===== src/rtl/gtimer_pkg.sv =====
package gtimer_pkg;
  localparam int ADDR_W  = 4;
  localparam int DATA_W  = 32;
  localparam int CNT_W   = 2 * DATA_W;
  localparam int NREG    = 2 ** ADDR_W;
  localparam int CWS_W   = 2;
  localparam int GWS_W   = 4;
  localparam int CTRL_W  = 3;

  typedef enum logic [ADDR_W-1:0] {
    A_CNT_LO = 4'd0,
    A_CNT_HI = 4'd1,
    A_CNT_WS = 4'd2,
    A_CMP_LO = 4'd3,
    A_CMP_HI = 4'd4,
    A_STEP   = 4'd5,
    A_CTRL   = 4'd6,
    A_IEN    = 4'd7,
    A_ISTAT  = 4'd8,
    A_GEN_WS = 4'd9
  } reg_e;

  localparam int CTL_RUN  = 0;
  localparam int CTL_CEN  = 1;
  localparam int CTL_AUTO = 2;

  // Replace one 32-bit half of a 64-bit word.
  function automatic logic [CNT_W-1:0] put_half(input logic [CNT_W-1:0] cur,
                                                input logic [DATA_W-1:0] val,
                                                input logic upper);
    put_half = upper ? {val, cur[DATA_W-1:0]} : {cur[CNT_W-1:DATA_W], val};
  endfunction

  // Periodic advance of the compare value by the step, modulo 2^64.
  function automatic logic [CNT_W-1:0] cmp_advance(input logic [CNT_W-1:0] cmp,
                                                   input logic [DATA_W-1:0] step);
    cmp_advance = cmp + {{(CNT_W-DATA_W){1'b0}}, step};
  endfunction
endpackage


===== src/rtl/gtimer_counter.sv =====
module gtimer_counter
  import gtimer_pkg::*;
(
  input  logic              clk,
  input  logic              rst_n,
  input  logic              run,
  input  logic              wr_lo,
  input  logic              wr_hi,
  input  logic [DATA_W-1:0] wdata,
  output logic [CNT_W-1:0]  cnt,
  output logic              tick
);
  assign tick = run && !wr_lo && !wr_hi;

  always_ff @(posedge clk or negedge rst_n) begin
    if (!rst_n)     cnt <= '0;
    else if (wr_lo) cnt <= put_half(cnt, wdata, 1'b0);
    else if (wr_hi) cnt <= put_half(cnt, wdata, 1'b1);
    else if (tick)  cnt <= cnt + 1'b1;
  end
endmodule


===== src/rtl/gtimer_cmp.sv =====
module gtimer_cmp
  import gtimer_pkg::*;
(
  input  logic              clk,
  input  logic              rst_n,
  input  logic              wr_lo,
  input  logic              wr_hi,
  input  logic              wr_step,
  input  logic [DATA_W-1:0] wdata,
  input  logic              en,
  input  logic              auto_mode,
  input  logic [CNT_W-1:0]  cnt,
  output logic [CNT_W-1:0]  cmp,
  output logic [DATA_W-1:0] step,
  output logic              match,
  output logic              advance
);
  assign match   = en && (cnt == cmp);
  assign advance = match && auto_mode;

  always_ff @(posedge clk or negedge rst_n) begin
    if (!rst_n)       cmp <= '0;
    else if (wr_lo)   cmp <= put_half(cmp, wdata, 1'b0);
    else if (wr_hi)   cmp <= put_half(cmp, wdata, 1'b1);
    else if (advance) cmp <= cmp_advance(cmp, step);
  end

  always_ff @(posedge clk or negedge rst_n) begin
    if (!rst_n)       step <= '0;
    else if (wr_step) step <= wdata;
  end
endmodule


===== src/rtl/gtimer_wack.sv =====
module gtimer_wack #(
  parameter int W = 2
) (
  input  logic         clk,
  input  logic         rst_n,
  input  logic [W-1:0] set_req,
  input  logic         clr_wr,
  input  logic [W-1:0] clr_bits,
  output logic [W-1:0] flags
);
  logic [W-1:0] arm_q;

  always_ff @(posedge clk or negedge rst_n) begin
    if (!rst_n) arm_q <= '0;
    else        arm_q <= set_req;
  end

  for (genvar i = 0; i < W; i++) begin : g_flag
    always_ff @(posedge clk or negedge rst_n) begin
      if (!rst_n)                      flags[i] <= 1'b0;
      else if (arm_q[i])               flags[i] <= 1'b1;
      else if (clr_wr && clr_bits[i])  flags[i] <= 1'b0;
    end
  end
endmodule


===== src/rtl/gtimer_irq.sv =====
module gtimer_irq (
  input  logic clk,
  input  logic rst_n,
  input  logic match,
  input  logic clr,
  input  logic ien,
  output logic pend,
  output logic irq
);
  logic pend_d;

  always_ff @(posedge clk or negedge rst_n) begin
    if (!rst_n) begin
      pend   <= 1'b0;
      pend_d <= 1'b0;
    end else begin
      pend   <= match || (pend && !clr);
      pend_d <= pend;
    end
  end

  assign irq = pend && !pend_d && ien;
endmodule


===== src/rtl/gtimer_top.sv =====
module gtimer_top
  import gtimer_pkg::*;
(
  input  logic              clk,
  input  logic              rst_n,
  input  logic              wr_en,
  input  logic [ADDR_W-1:0] wr_addr,
  input  logic [DATA_W-1:0] wr_data,
  input  logic [ADDR_W-1:0] rd_addr,
  output logic [DATA_W-1:0] rd_data,
  output logic              irq
);
  logic [NREG-1:0]   wsel;
  logic              cnt_wr_lo, cnt_wr_hi, cmp_wr_lo, cmp_wr_hi;
  logic              step_wr, ctrl_wr, ien_wr, istat_clr;
  logic              cws_wr, gws_wr, cnt_wr, cmp_wr;
  logic [CTRL_W-1:0] ctrl_q;
  logic              ien_q;
  logic              run, cen, auto_mode;
  logic [CNT_W-1:0]  cnt, cmp;
  logic [DATA_W-1:0] step;
  logic              tick, match, advance, pend;
  logic [CWS_W-1:0]  cws, cws_set;
  logic [GWS_W-1:0]  gws, gws_set;

  assign wsel      = wr_en ? (NREG'(1) << wr_addr) : '0;
  assign cnt_wr_lo = wsel[A_CNT_LO];
  assign cnt_wr_hi = wsel[A_CNT_HI];
  assign cmp_wr_lo = wsel[A_CMP_LO];
  assign cmp_wr_hi = wsel[A_CMP_HI];
  assign step_wr   = wsel[A_STEP];
  assign ctrl_wr   = wsel[A_CTRL];
  assign ien_wr    = wsel[A_IEN];
  assign istat_clr = wsel[A_ISTAT] && wr_data[0];
  assign cws_wr    = wsel[A_CNT_WS];
  assign gws_wr    = wsel[A_GEN_WS];
  assign cnt_wr    = cnt_wr_lo || cnt_wr_hi;
  assign cmp_wr    = cmp_wr_lo || cmp_wr_hi;

  assign cws_set = {cnt_wr_hi, cnt_wr_lo};
  assign gws_set = {ctrl_wr, step_wr, cmp_wr_hi, cmp_wr_lo};

  always_ff @(posedge clk or negedge rst_n) begin
    if (!rst_n) begin
      ctrl_q <= '0;
      ien_q  <= 1'b0;
    end else begin
      if (ctrl_wr) ctrl_q <= wr_data[CTRL_W-1:0];
      if (ien_wr)  ien_q  <= wr_data[0];
    end
  end

  assign run       = ctrl_q[CTL_RUN];
  assign cen       = ctrl_q[CTL_CEN];
  assign auto_mode = ctrl_q[CTL_AUTO];

  gtimer_counter u_cnt (
    .clk(clk), .rst_n(rst_n), .run(run), .wr_lo(cnt_wr_lo), .wr_hi(cnt_wr_hi),
    .wdata(wr_data), .cnt(cnt), .tick(tick)
  );

  gtimer_cmp u_cmp (
    .clk(clk), .rst_n(rst_n), .wr_lo(cmp_wr_lo), .wr_hi(cmp_wr_hi),
    .wr_step(step_wr), .wdata(wr_data), .en(cen), .auto_mode(auto_mode),
    .cnt(cnt), .cmp(cmp), .step(step), .match(match), .advance(advance)
  );

  gtimer_wack #(.W(CWS_W)) u_cws (
    .clk(clk), .rst_n(rst_n), .set_req(cws_set), .clr_wr(cws_wr),
    .clr_bits(wr_data[CWS_W-1:0]), .flags(cws)
  );

  gtimer_wack #(.W(GWS_W)) u_gws (
    .clk(clk), .rst_n(rst_n), .set_req(gws_set), .clr_wr(gws_wr),
    .clr_bits(wr_data[GWS_W-1:0]), .flags(gws)
  );

  gtimer_irq u_irq (
    .clk(clk), .rst_n(rst_n), .match(match), .clr(istat_clr), .ien(ien_q),
    .pend(pend), .irq(irq)
  );

  always_comb begin
    rd_data = '0;
    case (rd_addr)
      A_CNT_LO: rd_data = cnt[DATA_W-1:0];
      A_CNT_HI: rd_data = cnt[CNT_W-1:DATA_W];
      A_CNT_WS: rd_data = DATA_W'(cws);
      A_CMP_LO: rd_data = cmp[DATA_W-1:0];
      A_CMP_HI: rd_data = cmp[CNT_W-1:DATA_W];
      A_STEP:   rd_data = step;
      A_CTRL:   rd_data = DATA_W'(ctrl_q);
      A_IEN:    rd_data = DATA_W'(ien_q);
      A_ISTAT:  rd_data = DATA_W'(pend);
      A_GEN_WS: rd_data = DATA_W'(gws);
      default:  rd_data = '0;
    endcase
  end
endmodule


===== config.mk =====
export PLATFORM = sky130hd
export DESIGN_NAME = gtimer_top
export DESIGN_NICKNAME = d
export VERILOG_FILES = /design/src/rtl/gtimer_pkg.sv /design/src/rtl/gtimer_counter.sv /design/src/rtl/gtimer_cmp.sv /design/src/rtl/gtimer_wack.sv /design/src/rtl/gtimer_irq.sv /design/src/rtl/gtimer_top.sv
export SDC_FILE = /design/constraint.sdc
export NUM_CORES = 1
export LEC_CHECK = 0
export BUFFER_PORTS_ARGS = -buffer_cell sky130_fd_sc_hd__buf_2
export CAP_MARGIN = 20
export CORE_ASPECT_RATIO = 0.8
export CORE_UTILIZATION = 35
export DETAILED_ROUTE_END_ITERATION = 10
export SLEW_MARGIN = 20
export SYNTH_ARGS = -nofsm -noshare
export SYNTH_HDL_FRONTEND = slang
export SYNTH_HIERARCHICAL = 1
export SYNTH_SLANG_ARGS = --single-unit

===== constraint.sdc =====
create_clock -name clk -period 5.5 [get_ports clk]
set_clock_uncertainty 0.1 [all_clocks]
set_input_delay 0.275 -clock clk [delete_from_list [all_inputs] [get_ports clk]]
set_output_delay 0.275 -clock clk [all_outputs]
set_load 0.005 [all_outputs]

==> flow_summary.ini <==
[worst_hold_path]
holdPathStages = 3
hold_path_class = in -> reg
hold_crit_start = wr_data[28]
worst_hold_path.endpoint = u_cnt/cnt[28]

[power]
power.clock.fraction = 0.226
intPower_mw = 3.01
power.leakage_nw = 6.14
p_sw_frac = 0.449
p_per_area_mw_per_mm2 = 356
finalPower_mw = 5.46
power.net_switching_mw = 2.46
power.sequential.fraction = 0.417
combPwrFrac = 0.357
vdd_ir_max_mv = 0.228

[setup_path]
worst-endpoint-arrival_ns = 3.96
timing.critical_path.to_type = flop
critical_path.max_fanout = 9
critPathMaxStageDelay_ns = 0.50
timing.critical_path.slowest_stage_cell = sky130_fd_sc_hd__dfrtp_1
setup.worst_path.class = reg -> reg
crit_buf_inv = 2
worstReg2RegStart = u_cmp/cmp[0]
crit_path_cell_trace = ha_1 > inv_1 > fa_1 > nor2b_1 > o31a_1 > o31a_1 > o2111a_1 > o21ai_1 > a211oi_2 > buf_4 > nand3_1 > or3_1 > a211oi_2
worstSetupStartpointType = flop
worstSetupPathDepth = 13
setup.reg_to_reg.worst_slack_ns = 1.84
ff_to_ff_path_depth = 13
cpLargestDelayFamily = compound AO/OA/AOI/OAI gates
worst-endpoint-required_ns = 5.79
worst_r2r_endpoint = u_cmp/cmp[60]

[grt]
grt_antenna_before_repair = 3
global_route_total_usage_across_every_layer = 0.295
grt_max_degree = 153
global_route.overflow_total = 0
grt_first_pass_wirelength_mm = 87.3
grt_pass1_vias = 12800

[finish]
multi_input_area_mm2 = 0.00900
synthToLayoutAreaGrowth_pct = 9.37
final_net_count = 1725
layout_cell_share_with_drive_strength_beyond_1 = 0.152
layout_common_cells = sky130_fd_sc_hd__dfrtp_1 (178), sky130_fd_sc_hd__nand2_1 (175), sky130_fd_sc_hd__nor2_1 (107)
num-fill-cells = 4068
area_taken_by_flip_flops_and_latches_mm2 = 0.00445
layout_commonest_cell = sky130_fd_sc_hd__dfrtp_1

[clocking]
numCtsBuffers = 17
clk_pin_slew_worst_paths_ns = 0.08
clk_path_buf_depth = 2
cts_repair_resize_count = 0
clock_tree_sinks = 178
cts_tree = yes
clock_tree.htree_level_count = 4
worstSkewPairLatency_ns = 0.48
cts-root-buf = sky130_fd_sc_hd__clkbuf_16
post_cts_setup_repair_buffer_count = 0

[timing]
tns_ns = 0
slew_headroom = 0.206
max_slew.worst_pin.slew_ns = 1.19
final_min_period_over_clock_period = 0.666
slew_viol_final = 0
final_period_minus_worst_setup_slack_ns = 3.66
final-setup-viol-count = 0
max_clock_freq_mhz = 273
rsz0062_at_grt = false
timing_hold_violations_final = 0

[floorplan]
top_level_ports = 76
starting_density_of_the_core = 0.355
num_rows = 65
placeable_core_region_mm2 = 0.0395
die_area_mm2 = 0.0409
die_x_extent_um = 226
die-height_um = 181

[routing]
drt_first_iter_violations = 2063
wl_mm = 60.3
routedWlPerCell_um = 27.4
drcViolationCount = 0
drt-pass1-iter-count = 8
remaining_antenna_violation_count_after_routing = 0
ratio_of_routed_vias_to_standard_cells = 6.37
via_count = 14000

[yosys]
postSynthCellCount = 1627
postSynthNetCount = 1704
average_footprint_of_a_synthesized_cell_um2 = 8.63
yosysWarningCount = 6
synthesis.area_mm2 = 0.0140

[placement]
finalWeightedCongestion = 1.02
port_buffers = 75
dp_hpwl_mm = 45.4

[run_status]
status = completed

[flow_run]
cap_violations = 0
==> power groups by stage <==
stage	Sequential, mW	Combinational (mW)	Clock [mW]
detailed placement	2.25	1.89	0
finish	2.28	1.95	1.24
CTS	2.23	1.91	1.26
global placement	2.24	1.89	0
floorplan	1.90	1.48	0
global route	2.29	2.12	1.30
==> per-layer routing <==
metal  vias to the layer above  GRT usage  share of wire
met1                      6972      0.444           0.45
met4                         2     0.0852          0.024
met3                        92     0.0722           0.12
met5                         -          0        0.00022
li1                       6098          -              -
met2                       844      0.409           0.41
==> state kept, by name, summed over array words and instances (netlist names) <==
register	cells
ctrl_q	3
u_cws/arm_q	2
u_cws/flags	2
u_cmp/cmp	64
u_irq/pend	1
u_irq/pend_d	1
u_cnt/cnt	64
u_cmp/step	32
u_gws/flags	4
ien_q	1
u_gws/arm_q	4
==> through the flow <==
stage	worst slack [ns]	instances	area [µm²]	util	hold slack, ns
2_1_floorplan	2.64	1627	14000	-	-0.121
3_3_place_gp	1.95	2163	14800	0.374	0.0805
3_5_place_dp	1.93	2163	14800	0.374	0.0860
4_1_cts	1.89	2197	15400	0.389	0.0215
5_1_grt	1.59	2197	15400	0.389	0.0509
6_report	1.84	2198	15400	0.389	0.0491
==> worst min-delay path: stages <==
cell,delay [ns]
sky130_fd_sc_hd__buf_2,0.17
sky130_fd_sc_hd__nand2_1,0.07
sky130_fd_sc_hd__o21ai_1,0.05
==> cell type report <==
cell class / count / area share
multi-input cells: 1324 / 0.586
flip-flops and latches: 178 / 0.290
well taps: 536 / 0.0437
repair buffers: 95 / 0.0359
clock buffers: 17 / 0.0277
clock inverters: 15 / 0.00880
inverters: 32 / 0.00782
diodes: 1 / 0.000163
==> worst max-delay path by stage <==
stage / start / endpoint / slack [ns]
finish: u_cmp/cmp[0] / u_cmp/cmp[60] / 1.84
detailed placement: u_cmp/cmp[0] / u_cmp/cmp[60] / 1.93
global route: u_cmp/cmp[0] / u_cmp/cmp[62] / 1.59
CTS: u_cmp/cmp[0] / u_cmp/cmp[60] / 1.89
floorplan: u_cmp/cmp[20] / u_cmp/cmp[59] / 2.64
global placement: u_cmp/cmp[0] / u_cmp/cmp[60] / 1.95
==> repair_timing <==
| item | in CTS | in global routing |
|---|---|---|
| endpoints found under the hold margin | 27 | 0 |
| setup endpoints to repair | 0 | 0 |
| hold buffers | 2 | 0 |
(Power assumes the default switching activity.)
